--- src/rtl/xacc_sub_pkg.sv ---
package xacc_sub_pkg;

  typedef enum logic [1:0] {
    SRC_ACC  = 2'd0,
    SRC_WORD = 2'd1,
    SRC_UIMM = 2'd2,
    SRC_SIMM = 2'd3
  } src_kind_e;

  // Condition bits, MSB first: lim(6) ext(5) unnorm(4) neg(3) zero(2) ovf(1) carry(0)
  typedef struct packed {
    logic lim;
    logic ext;
    logic unnorm;
    logic neg;
    logic zero;
    logic ovf;
    logic carry;
  } ccr_t;

  localparam int CCR_W = $bits(ccr_t);

endpackage

--- src/rtl/xacc_sub_align.sv ---
module xacc_sub_align
  import xacc_sub_pkg::*;
#(
  parameter int EXT_W  = 4,
  parameter int WORD_W = 16,
  parameter int UIMM_W = 5
) (
  input  src_kind_e                     kind_i,
  input  logic [WORD_W-1:0]             word_i,
  input  logic [EXT_W+2*WORD_W-1:0]     other_acc_i,
  output logic [EXT_W+2*WORD_W-1:0]     operand_o
);
  localparam int ACC_W = EXT_W + 2*WORD_W;
  localparam int UPAD  = ACC_W - WORD_W - UIMM_W;

  logic [ACC_W-1:0] word_aligned;
  logic [ACC_W-1:0] uimm_aligned;

  always_comb begin
    word_aligned = {{EXT_W{word_i[WORD_W-1]}}, word_i, {WORD_W{1'b0}}};
    uimm_aligned = {{UPAD{1'b0}}, word_i[UIMM_W-1:0], {WORD_W{1'b0}}};
  end

  always_comb begin
    unique case (kind_i)
      SRC_ACC:  operand_o = other_acc_i;
      SRC_UIMM: operand_o = uimm_aligned;
      default:  operand_o = word_aligned;
    endcase
  end

endmodule

--- src/rtl/xacc_sub_core.sv ---
module xacc_sub_core
  import xacc_sub_pkg::*;
#(
  parameter int EXT_W  = 4,
  parameter int WORD_W = 16
) (
  input  logic [EXT_W+2*WORD_W-1:0] dst_i,
  input  logic [EXT_W+2*WORD_W-1:0] src_i,
  output logic [EXT_W+2*WORD_W-1:0] diff_o,
  output logic                      ext_o,
  output logic                      unnorm_o,
  output logic                      neg_o,
  output logic                      zero_o,
  output logic                      ovf_o,
  output logic                      carry_o
);
  localparam int ACC_W = EXT_W + 2*WORD_W;
  localparam int MSB   = ACC_W - 1;
  localparam int NRM   = 2*WORD_W - 1;
  localparam int HI_W  = EXT_W + 1;

  logic [ACC_W:0]   wide;
  logic [HI_W-1:0]  hi_bits;

  always_comb begin
    wide     = {1'b0, dst_i} - {1'b0, src_i};
    diff_o   = wide[MSB:0];
    carry_o  = wide[ACC_W];
    ovf_o    = (dst_i[MSB] ^ src_i[MSB]) & (diff_o[MSB] ^ dst_i[MSB]);
    neg_o    = diff_o[MSB];
    zero_o   = ~|diff_o;
    hi_bits  = diff_o[MSB:NRM];
    ext_o    = ~((&hi_bits) | (~|hi_bits));
    unnorm_o = ~(diff_o[NRM] ^ diff_o[NRM-1]);
  end

endmodule

--- src/rtl/xacc_sub.sv ---
module xacc_sub
  import xacc_sub_pkg::*;
#(
  parameter int EXT_W  = 4,
  parameter int WORD_W = 16,
  parameter int UIMM_W = 5
) (
  input  logic                      clk,
  input  logic                      rst,
  input  logic                      exec_i,
  input  logic                      dst_sel_i,
  input  logic [1:0]                src_kind_i,
  input  logic [WORD_W-1:0]         src_word_i,
  input  logic                      clr_lim_i,
  output logic [EXT_W+2*WORD_W-1:0] acc_a_o,
  output logic [EXT_W+2*WORD_W-1:0] acc_b_o,
  output logic [CCR_W-1:0]          ccr_o
);
  localparam int ACC_W   = EXT_W + 2*WORD_W;
  localparam int NUM_ACC = 2;

  logic [ACC_W-1:0] acc_q [NUM_ACC];
  logic [ACC_W-1:0] dst_val, other_val, src_op, diff;
  logic             f_ext, f_unnorm, f_neg, f_zero, f_ovf, f_carry;
  ccr_t             ccr_q;

  always_comb begin
    dst_val   = acc_q[dst_sel_i];
    other_val = acc_q[~dst_sel_i];
  end

  xacc_sub_align #(.EXT_W(EXT_W), .WORD_W(WORD_W), .UIMM_W(UIMM_W)) u_align (
    .kind_i      (src_kind_e'(src_kind_i)),
    .word_i      (src_word_i),
    .other_acc_i (other_val),
    .operand_o   (src_op)
  );

  xacc_sub_core #(.EXT_W(EXT_W), .WORD_W(WORD_W)) u_core (
    .dst_i    (dst_val),
    .src_i    (src_op),
    .diff_o   (diff),
    .ext_o    (f_ext),
    .unnorm_o (f_unnorm),
    .neg_o    (f_neg),
    .zero_o   (f_zero),
    .ovf_o    (f_ovf),
    .carry_o  (f_carry)
  );

  for (genvar g = 0; g < NUM_ACC; g++) begin : g_acc
    always_ff @(posedge clk) begin
      if (rst)
        acc_q[g] <= '0;
      else if (exec_i && (dst_sel_i == 1'(g)))
        acc_q[g] <= diff;
    end
  end

  always_ff @(posedge clk) begin
    if (rst) begin
      ccr_q <= '0;
    end else begin
      if (exec_i) begin
        ccr_q.ext    <= f_ext;
        ccr_q.unnorm <= f_unnorm;
        ccr_q.neg    <= f_neg;
        ccr_q.zero   <= f_zero;
        ccr_q.ovf    <= f_ovf;
        ccr_q.carry  <= f_carry;
      end
      ccr_q.lim <= (ccr_q.lim & ~clr_lim_i) | (exec_i & f_ovf);
    end
  end

  assign acc_a_o = acc_q[0];
  assign acc_b_o = acc_q[1];
  assign ccr_o   = ccr_q;


  a_r1_reset_clears: assert property (@(posedge clk)
    rst |=> (acc_a_o == '0) && (acc_b_o == '0) && (ccr_o == '0));


  a_r2_idle_holds: assert property (@(posedge clk) disable iff (rst)
    !exec_i |=> $stable(acc_a_o) && $stable(acc_b_o) && $stable(ccr_o[5:0]));


  a_r3_b_untouched: assert property (@(posedge clk) disable iff (rst)
    (exec_i && !dst_sel_i) |=> $stable(acc_b_o));
  a_r3_a_untouched: assert property (@(posedge clk) disable iff (rst)
    (exec_i && dst_sel_i) |=> $stable(acc_a_o));


  a_r7_neg_zero_track: assert property (@(posedge clk) disable iff (rst)
    (exec_i && !dst_sel_i) |=> (ccr_o[3] == acc_a_o[ACC_W-1]) && (ccr_o[2] == (acc_a_o == '0)));


  a_r8_ovf_needs_sign_mismatch: assert property (@(posedge clk) disable iff (rst)
    (exec_i && f_ovf) |-> (dst_val[ACC_W-1] != src_op[ACC_W-1]));


  a_r11_lim_set: assert property (@(posedge clk) disable iff (rst)
    (exec_i && f_ovf) |=> ccr_o[6]);
  a_r11_lim_sticky: assert property (@(posedge clk) disable iff (rst)
    (ccr_o[6] && !clr_lim_i) |=> ccr_o[6]);
  a_r11_lim_clear: assert property (@(posedge clk) disable iff (rst)
    (clr_lim_i && !exec_i) |=> !ccr_o[6]);

endmodule

--- config.mk ---
export PLATFORM = sky130hd
export DESIGN_NAME = xacc_sub
export DESIGN_NICKNAME = d
export VERILOG_FILES = /design/src/rtl/xacc_sub_pkg.sv /design/src/rtl/xacc_sub_align.sv /design/src/rtl/xacc_sub_core.sv /design/src/rtl/xacc_sub.sv
export SDC_FILE = /design/constraint.sdc
export NUM_CORES = 1
export LEC_CHECK = 0
export BUFFER_PORTS_ARGS = -buffer_cell sky130_fd_sc_hd__clkbuf_2
export CORE_UTILIZATION = 50
export DETAILED_ROUTE_END_ITERATION = 10
export PLACE_DENSITY = 0.74
export SYNTH_ARGS = -nofsm -noshare
export SYNTH_HDL_FRONTEND = slang
export SYNTH_SLANG_ARGS = --single-unit
export TNS_END_PERCENT = 20
--- constraint.sdc ---
create_clock -name clk -period 4.48 [get_ports clk]
set_input_delay 0.448 -clock clk [delete_from_list [all_inputs] [get_ports clk]]
set_output_delay 0.448 -clock clk [all_outputs]
set_load 0.01 [all_outputs]
# --- Word level (Yosys, flattened, before mapping) ---
# Memories as Yosys holds them, arrays and structs flattened.
# Cells that the tools add are included.
totals:
  mem_count: 1
  ramBits: 72
  out_inout_bits: 79
  reg_bits: 7
memory_table:
  columns: ["memory", "words", "word_bits", "rd", "rd_clocked_by_memory_dff", "write_ports", "line_no", "rtl"]
  rows:
  - ["acc_q", 2, 36, 4, 0, 2, "xacc_sub.sv:22", "logic [ACC_W-1:0] acc_q [NUM_ACC];"]
classes:
  addsub: 1
  n_bitwise: 14
  n_eq_ne: 1
  mux: 11
  reduce_logical: 8
op_table:
  columns: ["cell", "n"]
  rows:
  - ["$mux W36", 2]
  - ["$pmux W36 S2", 1]
  - ["$sub A36 B36 Y37", 1]
  - ["$reduce_or A36 Y1", 1]
  - ["$mux W1", 8]
  - ["$reduce_and A5 Y1", 1]
  - ["$reduce_or A5 Y1", 1]
  - ["$not A1 Y1", 4]
  - ["$or A1 B1 Y1", 4]
  - ["$and A1 B1 Y1", 3]
  - ["$xor A1 B1 Y1", 3]
  - ["$eq A2 B2 Y1 const B", 1]
  - ["$logic_and A1 B1 Y1", 2]
  - ["$logic_not A1 Y1", 2]
  - ["$logic_not A2 Y1", 1]

# --- Depth between registers and ports, before layout ---
# Gate-level depths: netlist of the first run.
# An unclocked memory read counts as a cell.
depth:
  ltp_word: 8
  ltp_mapped: 23
  depth_no_buf: 21

# --- By module ---
# Synthesis of the first run repeated with hierarchy kept, for this count alone.
hier_totals:
  cells_unflattened: 738
  area_unflattened_um2: 7247.0
by_module_without_submodules:
  columns: ["mod", "area_per_inst_um2", "n_inst", "cells_each", "seq_area_each_um2"]
  rows:
  - ["xacc_sub", 4329.2, 1, 299, 2302.2]
  - ["xacc_sub_core", 2560.0, 1, 397, 0.0]
  - ["xacc_sub_align", 357.8, 1, 42, 0.0]

# --- Least setup slack after synthesis of the first run ---
# OpenSTA, ideal clock, no wires.
synth_path:
  path_type: "input to register"
  from: "in dst_sel_i"
  to: "reg ccr_q, in the netlist ccr_o[2]"
  arrival_ns: 4.543
  setup_slack_ns: -0.132
  n_path_buf: 2
  stages: 20
  required_ns: 4.411
  cell_sequence: "clkbuf_1 > clkbuf_1 > mux2_2 > ha_1 > nor2b_1 > o31ai_2 > nand2_1 > a21o_1 > nor2_1 > o21a_1 > xor2_1 > ha_1 > nand4_1 > nor2_1 > nand3_1 > and4bb_2 > o2111ai_1 > nor4b_2 > nand4_1 > o21ai_1"
synth_between:
  elab_chain_cells: 6
synth_lines:
  columns: ["item", "line_no", "rtl"]
  rows:
  - ["from (decl)", "xacc_sub.sv:11", "input logic dst_sel_i,"]
  - ["$not A1 Y1", "xacc_sub.sv:29", "other_val = acc_q[~dst_sel_i];"]
  - ["$mem_v2 Z2 W36 *", null, null]
  - ["$pmux W36 S2", "xacc_sub_align.sv:25", "unique case (kind_i)"]
  - ["$sub A36 B36 Y37 *", "xacc_sub_core.sv:26", "wide = {1'b0, dst_i} - {1'b0, src_i};"]
  - ["$reduce_or A36 Y1 *", "xacc_sub_core.sv:31", "zero_o = ~|diff_o;"]
  - ["$logic_not A1 Y1 *", "xacc_sub_core.sv:31", null]
  - ["to (decl)", "xacc_sub.sv:25", "ccr_t ccr_q;"]
# Every way passes the cells marked *; elsewhere a longest branch is shown, timed or not.
# A chain may end at the register's enable or synchronous reset.

# --- Worst setup path after layout of the first run ---
# Same ends and word-level chain as after synthesis.

==> qor.csv, run 1 <==
metric;value;unit
Setup crit end kind;flip-flop;
Setup crit start kind;input port;
synth warn;0;
Net Count, Synth;770;
diodes inserted;0;
Sw Ratio;38.0;%
final hold slack;357;ps
Synth Area in Compound Gates;20.4;%
final wirelength;19500;µm
clock-pin slew on the worst setup and hold paths;70;ps
share of cells above drive strength 1;32.7;%
CP Class;input port to flip-flop;
period utilization;93.6;%
GRT Util Overall;28.6;%
core area;0.0128;mm²
PwrDens;410;mW/mm²
Slew HR;40.9;%
worst skew pair latency;350;ps
initial DRC count;257;
Worst Tran Pin Value;887;ps
Worst IR Drop VDD;0.000226;V
Die Ht;117;µm
# resized after CTS;0;
Rows;41;
post-route ant nets;0;
post-place setup slack;-41.7;ps
Via Count;6146;
final max-slew violation count;0;
Hold Crit Class;input port to flip-flop;
CTS root buf;clkbuf_16;
Syn-to-layout area delta;20.3;%
Buffers on Ports;101;
Die Footprint;0.0138;mm²
Max Clock Freq;0.239;GHz
initial antenna violation count;0;
Pint;2.04;mW
synthesized netlist cell count;709;
WP data required;4770;ps
most numerous cell in the Yosys netlist;nor2_1;
# clock sinks;79;
total power;3.28;mW
most frequent cells after synthesis;nor2_1 (100), edfxtp_1 (72), mux2_2 (67), nand2_1 (61), a21oi_1 (46);
ys flop type;edfxtp_1;
DRC;0;
GR Overflow Total;0;
Yosys reg bits;79;
Layout Utilization;62.7;%
largest family of logic cells by synthesized area;compound AO/OA/AOI/OAI gates;
CTS tree;done;
Placed Area;0.00763;mm²
combinational share of power;45.0;%
post-DR vias/cell;6.09;
H-Tree Level Count;3;
CTS Buffer Depth;2;
post-synth top area share;32.5;%
CTS Hold Bufs;0;
Setup Skew;8.92;ps
status;completed;
gpl congestion;0.944;
Syn Std Cell Area;0.00666;mm²
drt pass-1 iters;5;
WL/cell;19.3;µm
syn avg cell area;9.39;µm²
cell taking the most area after synthesis;edfxtp_1;
Max Fanout on Critical Path;24;
vias in the first global route;6096;
Leakage;3.36;nW
first-pass GRT wire length;31300;µm
Final Hold Fails;0;
Sw Pwr;1.25;mW
Final setup viols;0;
EDFF count, synth;72;
post-route minimum period;4190;ps
Cell variety after synth;77;
CTS Buf Count;9;
Post-Synth XOR/XNOR Area;2.76;%
NumNets Final;894;
Ports;102;
fraction of registers with async set or reset after synthesis;0;%
initial core utilization;52.1;%
Arr. time, crit path;4480;ps
register area share after synthesis;34.6;%
max cap viols;0;
top cells by area, synth;edfxtp_1 (32%), mux2_2 (11%), ha_1 (7.0%), nor2_1 (5.6%), a21oi_1 (3.5%);
post-synthesis mux area share;12.8;%
Die X;117;µm
cell area after layout;0.00801;mm²
reg2reg setup slack;420;ps
DP HPWL;15200;µm
Clk pwr share;26.4;%
Setup Buffers After CTS;0;
Sequential Power Share;28.6;%
largest net degree at the start of global routing;32;
PnR worst setup slack;289;ps
Synth Area in Adders;7.26;%
Post-Synth Simple-Gate Area;18.7;%
sequential cells by signal, summed over array words and instances, names as in the netlist:
name   count
acc_q     72
ccr_o      7
power groups by stage:
| stage | logic (mW) | clock network, mW | registers, mW |
|---|---|---|---|
| after global placement | 1.42 | 0 | 0.947 |
| final | 1.48 | 0.865 | 0.939 |
| after global routing | 1.60 | 0.896 | 0.948 |
| after floorplan | 0.950 | 0 | 0.974 |
| after CTS | 1.45 | 0.874 | 0.938 |
| after detailed placement | 1.44 | 0 | 0.953 |
final cells by class:
type	count	area [µm²]
clock buffer	9	225
clock inverter	7	121
fill	1116	4770
inverter	9	33.8
multi-input combinational	581	4160
sequential	79	2300
tap	172	215
timing repair buffer	153	946
through the flow:
stage	setup TNS, ps	instances
global placement	0	994
detailed placement	-41.7	994
CTS	0	1010
finish	0	1010
floorplan	0	709
global route	-51.3	1010
critical path, cell delays in order:
cell	delay, ps
buf_2	140
buf_12	150
buf_12	180
mux2_2	360
ha_1	360
o21ai_0	350
a22oi_2	150
a2111oi_2	360
a211oi_2	100
nor3b_1	150
nor2_1	130
xnor2_1	170
ha_1	180
nand4_1	70
nor2_1	110
nand3_1	80
and4bb_2	320
o2111ai_1	140
nor4b_2	310
nand4_1	110
o21ai_1	80
layer usage:
metal / vias to the layer above / wire (µm) / global-route usage [%]
met5: - / 0 / 0
met3: 37 / 993 / 4.47
met1: 2978 / 8290 / 35.3
met2: 205 / 9770 / 49.3
li1: 2926 / - / -
met4: 0 / 425 / 12.0
final timing paths:
kind | start | end | cells past startpoint
worst max register to register | acc_q[0][0] | ccr_o[2] | 21
worst max-delay path | dst_sel_i | ccr_o[2] | 21
worst min-delay path | clr_lim_i | ccr_o[6] | 3
worst min register to register | ccr_o[0] | ccr_o[0] | 2
kinds of logic (layout without fill, tap and decap cells):
logic type / count (synthesis) / count (layout)
flops: 79 / 79
simple gates: 257 / 257
mux: 77 / 77
buf+inv: 49 / 178
fa+ha+maj: 38 / 38
compound gates: 188 / 188
xor+xnor: 21 / 21
cells in the final DEF (no fill, tap or decap), types with 4 or more instances in the layout:
cell type,synthesis,routed
o31ai_1,6,6
buf_12,0,4
a21o_1,14,14
a21oi_1,46,46
o21ai_0,21,20
buf_4,6,48
nor2b_1,8,8
xnor2_1,10,10
a211oi_1,6,6
xor2_1,11,11
o21bai_1,4,4
dfxtp_1,7,7
nand2_1,61,61
nand4_1,11,11
clkbuf_2,0,100
inv_1,9,9
mux2i_1,10,10
o21a_1,13,13
mux2_2,67,67
clkbuf_16,0,9
a22oi_1,11,10
nor2_1,100,99
a21oi_2,7,7
and3_1,7,7
edfxtp_1,72,72
nand2b_1,5,5
or2_2,5,5
nor3_1,14,14
or3_1,8,8
nand3_1,13,13
o21ai_1,11,11
ha_1,37,36
o211ai_1,9,9
Note: power is estimated with default switching activity, not from simulation.
==> run 2: changes to the inputs <==
--- a/config.mk
+++ b/config.mk
@@ -6,6 +6,7 @@
 export NUM_CORES = 1
 export LEC_CHECK = 0
 export BUFFER_PORTS_ARGS = -buffer_cell sky130_fd_sc_hd__clkbuf_2
+export CORE_ASPECT_RATIO = 0.6
 export CORE_UTILIZATION = 50
 export DETAILED_ROUTE_END_ITERATION = 10
 export PLACE_DENSITY = 0.74
==> run 2 against run 1 <==
Final cell count rose by 0.79%. Worst hold slack improved by 7.9 ps. Die area rose by 0.11%. Critical endpoint unchanged. Largest cell class unchanged. Core utilization shrank 0.21 points.
==> qor.csv, run 2 (synthesized netlist as in run 1, its figures left out) <==
metric;value;unit
GRT Util Overall;29.4;%
Finished Layout Cells;1018;
NumNets Final;904;
max reg flops;72;
Arr. time, crit path;4490;ps
Leakage;3.39;nW
clock-pin slew on the worst setup and hold paths;70;ps
gpl congestion;0.964;
worst r2r src;acc_q[0][0];
Setup Skew;10.8;ps
commonest non-fill, non-tap cells in the layout;clkbuf_2 (100), nor2_1 (97), edfxtp_1 (72), mux2_2 (67), nand2_1 (61);
Via Count;6274;
Syn-to-layout area delta;21.0;%
CTS Buffer Depth;2;
Max Clock Freq;0.237;GHz
cell area after layout;0.00806;mm²
max cap viols;0;
CTS tree;done;
Ports;102;
DRC;0;
HP Start;clr_lim_i;
CTS root buf;clkbuf_16;
placed cells;1000;
Die X;151;µm
Final Hold Fails;0;
RSZ-0062 raised after global routing;false;
post-place setup slack;-116;ps
Hold Crit Class;input port to flip-flop;
Setup crit end kind;flip-flop;
Crit. Startpoint;dst_sel_i;
Rows;32;
period utilization;94.1;%
Worst IR Drop VDD;0.000174;V
commonest non-fill, non-tap cell in the layout;clkbuf_2;
share of cells above drive strength 1;33.8;%
Worst Hold Endpoint;ccr_o[6];
Placed Area;0.00769;mm²
CTS Buf Count;9;
post-route minimum period;4210;ps
initial core utilization;51.6;%
hold depth;3;
WP data required;4760;ps
final max-slew violation count;0;
PnR worst setup slack;265;ps
PwrDens;392;mW/mm²
Setup Buffers After CTS;0;
vias in the first global route;5881;
H-Tree Level Count;3;
first-pass GRT wire length;31100;µm
status;completed;
# clock sinks;79;
Die Footprint;0.0138;mm²
Worst Tran Pin Value;683;ps
FF-to-FF path depth;21;
final wirelength;20300;µm
post-DR vias/cell;6.16;
largest net degree at the start of global routing;37;
TNS Setup;0;ps
Buffers on Ports;101;
critical register-to-register path endpoint;ccr_o[2];
Setup crit start kind;input port;
initial antenna violation count;0;
core area;0.0129;mm²
diodes inserted;0;
WL/cell;20.0;µm
Die Ht;91.4;µm
Layout Utilization;62.5;%
post-route ant nets;0;
initial DRC count;466;
worst skew pair latency;350;ps
CP Class;input port to flip-flop;
Max Fanout on Critical Path;15;
Final setup viols;0;
reg2reg setup slack;390;ps
largest reg by FF count;acc_q;
drt pass-1 iters;5;
Slew HR;54.0;%
GR Overflow Total;0;
DP HPWL;15200;µm
-- run 2: cell types whose count changed in the layout (fill, tap and decap cells not counted), sizes merged --
cell	delta
buf	+7
bufinv	-3
clkbuf	+3
clkinv	-2
clkinvlp	+3
inv	+2
-- run 2: metal layers --
layer  global-route usage, %  up-vias  share of wire [%]
met4                    8.25        0                1.2
li1                        -     2944                  -
met5                       0        -                  0
met3                    5.33       22                7.9
met2                    43.3      262                 42
met1                    43.6     3046                 49
-- run 2: how the worst max path moves through the flow --
stage | to | depth (start not counted)
global placement | ccr_o[2] | 23
CTS | ccr_o[2] | 23
detailed placement | ccr_o[2] | 23
floorplan | ccr_o[2] | 20
global route | ccr_o[2] | 23
finish | ccr_o[2] | 21
-- run 2: area by class of cell --
cell class | instances | area [µm²]
flip-flops and latches | 79 | 2300
fillers | 1111 | 4840
clock inverters | 7 | 47.5
clock buffers | 9 | 225
inverters | 9 | 33.8
repair buffers | 163 | 1060
well taps | 170 | 213
multi-input cells | 581 | 4180
-- run 2: through the flow --
| step | power (mW) | hold WS (ps) |
|---|---|---|
| floorplan | 1.92 | 486 |
| global placement | 2.38 | 460 |
| detailed placement | 2.42 | 465 |
| CTS | 3.11 | 358 |
| global route | 3.32 | 413 |
| finish | 3.16 | 365 |
-- run 2: power by group --
part           switching, mW  leakage (nW)  internal [mW]
combinational          0.903          2.44          0.620
sequential            0.0512         0.826          0.888
clock                  0.320         0.124          0.376
-- run 2: what timing repair did --
item | CTS | global route
gates resized for setup | 0 | 10
setup endpoints to repair | 0 | 1
hold buffers | 0 | 0
-- run 2: worst max-delay path, cell delays in order --
cell and delay, ps:
clkbuf_4 210, buf_12 180, mux2_2 360, ha_1 310
buf_4 180, a21oi_1 230, o21ai_0 200, nor2b_1 200
a21o_1 200, nor2_1 170, o21a_1 180, xor2_2 190
ha_1 200, nand4_1 80, nor2_1 100, nand3_1 80
and4bb_2 320, o2111ai_1 150, nor4b_2 300, nand4_1 110
o21ai_1 90
==> run 3: changes to the inputs <==
--- a/config.mk
+++ b/config.mk
@@ -5,6 +5,7 @@
 export SDC_FILE = /design/constraint.sdc
 export NUM_CORES = 1
 export LEC_CHECK = 0
+export ABC_AREA = 1
 export BUFFER_PORTS_ARGS = -buffer_cell sky130_fd_sc_hd__clkbuf_2
 export CORE_ASPECT_RATIO = 0.6
 export CORE_UTILIZATION = 50
==> run 3 against run 2 <==
Via count grew 14%. Fmax grew 7.5%. Critical path type unchanged. First-iteration DRC count up 73%.
==> qor.csv, run 3 <==
metric;value;unit
status;completed;
initial DRC count;804;
Crit. Startpoint;dst_sel_i;
diodes inserted;0;
CTS tree;done;
synth warn;0;
Final setup viols;0;
Leakage;4.24;nW
cell area after layout;0.00797;mm²
final max-slew violation count;0;
reg2reg setup slack;860;ps
worst r2r src;acc_q[1][5];
vias in the first global route;6434;
Die Ht;92.8;µm
Worst IR Drop VDD;0.000237;V
DRC;0;
max reg flops;72;
syn avg cell area;6.38;µm²
initial antenna violation count;0;
post-route minimum period;3920;ps
FF-to-FF path depth;24;
Via Count;7144;
RSZ-0062 raised after global routing;false;
WP data required;4760;ps
WL/cell;15.9;µm
period utilization;87.5;%
final wirelength;21500;µm
CTS root buf;clkbuf_16;
Setup Buffers After CTS;0;
CTS Buffer Depth;2;
CP delay by family, top;simple AND/OR/NAND/NOR gates;
clock-pin slew on the worst setup and hold paths;70;ps
share of cells above drive strength 1;14.8;%
CTS Hold Bufs;0;
CP Class;input port to flip-flop;
post-route ant nets;0;
Rows;32;
gpl congestion;0.982;
Setup crit end kind;flip-flop;
Layout Utilization;60.7;%
HP Start;clr_lim_i;
EDFF count, synth;72;
DP HPWL;16900;µm
# clock sinks;79;
FF/Latch Area;0.00230;mm²
worst skew pair latency;350;ps
drt pass-1 iters;6;
register area share after synthesis;33.5;%
post-DR vias/cell;5.28;
fill count;1284;
Buffers on Ports;101;
hold depth;4;
CTS Buf Count;9;
cell taking the most area after synthesis;edfxtp_1;
first-pass GRT wire length;34300;µm
Max Clock Freq;0.255;GHz
Die X;153;µm
PnR worst setup slack;560;ps
post-place setup slack;335;ps
Final Hold Fails;0;
Setup Skew;14.0;ps
TNS Setup;0;ps
CP dominant cell by count;nor2_1;
Max Fanout on Critical Path;32;
Hold Crit Class;input port to flip-flop;
PwrDens;373;mW/mm²
most frequent cells after synthesis;nand2_1 (386), inv_1 (169), nor2_1 (139), edfxtp_1 (72), a21oi_1 (65);
core area;0.0131;mm²
Multi-input gate area;0.00382;mm²
Worst Hold Endpoint;ccr_o[6];
Net Count, Synth;1139;
max cap viols;0;
Crit-path slowest cell;ha_1;
largest net degree at the start of global routing;39;
most numerous cell in the Yosys netlist;nand2_1;
Slew HR;51.3;%
top cells by area, synth;edfxtp_1 (31%), nand2_1 (21%), inv_1 (9.2%), nor2_1 (7.6%), ha_1 (6.7%);
NumNets Final;1240;
H-Tree Level Count;3;
ys flop type;edfxtp_1;
Setup crit start kind;input port;
Syn Std Cell Area;0.00688;mm²
GR Overflow Total;0;
CP Cell Sequence;buf_2 -> buf_4 -> buf_4 -> o21ai_0 -> ha_1 -> nand2_1 -> nor2_1 -> nand2_1 -> nor2_1 -> nand2_1 -> nand3_1 -> a21oi_1 -> xor2_1 -> ha_1 -> nand4_1 -> nor2_1 -> nand3_1 -> nor2_1 -> nand3_1 -> nor2_1 -> nand2_1 -> nor2_1 -> nand2_1 -> a21oi_2;
Yosys reg bits;79;
commonest non-fill, non-tap cell in the layout;nand2_1;
commonest non-fill, non-tap cells in the layout;nand2_1 (386), inv_1 (169), nor2_1 (139), clkbuf_2 (100), edfxtp_1 (72);
largest reg by FF count;acc_q;
crit-path max cell delay;400;ps
Arr. time, crit path;4200;ps
synthesized netlist cell count;1078;
Worst Path Buf+Inv;3;
Syn-to-layout area delta;15.9;%
# resized after CTS;0;
Placed Area;0.00766;mm²
initial core utilization;52.4;%
GRT Util Overall;31.4;%
post-synth top area share;31.4;%
Ports;102;
Cell variety after synth;37;
fraction of registers with async set or reset after synthesis;0;%
Worst Tran Pin Value;726;ps
Die Footprint;0.0142;mm²
critical register-to-register path endpoint;ccr_o[2];
## run 3: cell count changes in the layout (fill, tap and decap cells not counted), moves of 25 or more
cell	before	now
buf_4	56	14
inv_1	9	169
mux2_2	67	0
nand2_1	61	386
nand3_1	13	38
nor2_1	97	139
o21ai_0	21	49
## run 3: kinds of logic (layout without fill, tap and decap cells)
logic type                 Yosys count  after routing  share of synthesized area [%]
adders and majority gates           38             38                           7.02
buffers and inverters              206            311                           11.3
xor gates and xnor gates            10             10                           1.55
muxes                                1              1                          0.146
DFF                                 79             79                           33.5
AOI/OAI and AO/OA                  126            126                           9.50
and+or+nand+nor                    618            618                           37.0
## run 3: where the power goes
| group | leakage, nW | switching (mW) | internal (mW) |
|---|---|---|---|
| registers | 0.827 | 0.0489 | 0.881 |
| clock network | 0.151 | 0.328 | 0.485 |
| logic | 3.27 | 0.843 | 0.384 |
## run 3: layout make-up
type	count	area share [%]
multi-input combinational	793	47.9
timing repair buffer	117	8.16
clock buffer	9	2.83
clock inverter	6	1.08
sequential	79	28.9
inverter	179	8.43
tap	170	2.67
## run 3: worst max path at each step
stage          slack, ps           to  cells after the start
2_1_floorplan        560  acc_q[1][0]                      3
3_3_place_gp         490     ccr_o[2]                     23
3_5_place_dp         340     ccr_o[2]                     24
4_1_cts              630     ccr_o[2]                     24
5_1_grt              150     ccr_o[2]                     25
6_report             560     ccr_o[2]                     24
## run 3: worst reg2reg max path, stage by stage, from the launching register on
cell and delay, ps:
edfxtp_1 430, nand2_1 90, o21ai_0 90, ha_1 380, nand2_1 100, nand2_1 130
inv_1 100, nand2_1 60, nand2_1 130, nand3_2 130, nand2_1 110, nand3_1 140
a21oi_1 200, xor2_1 310, ha_1 220, nand4_1 90, nor2_1 120, nand3_1 80
nor2_1 110, nand3_1 70, nor2_1 130, nand2_1 60, nor2_1 100, nand2_1 80
a21oi_2 120
## run 3: per-stage QoR
step | cells | hold slack [ps] | total power, mW
floorplan | 1078 | 487 | 1.76
global placement | 1338 | 454 | 2.13
detailed placement | 1338 | 466 | 2.14
CTS | 1353 | 363 | 2.94
global route | 1353 | 404 | 3.15
finish | 1353 | 368 | 2.97
## run 3: layer usage
layer,share of wire (%),GRT usage (%),routed length (µm)
met1,50,49.1,10900
met2,37,43.1,8020
met3,11,6.79,2440
met4,0.95,6.50,204
met5,0,0,0
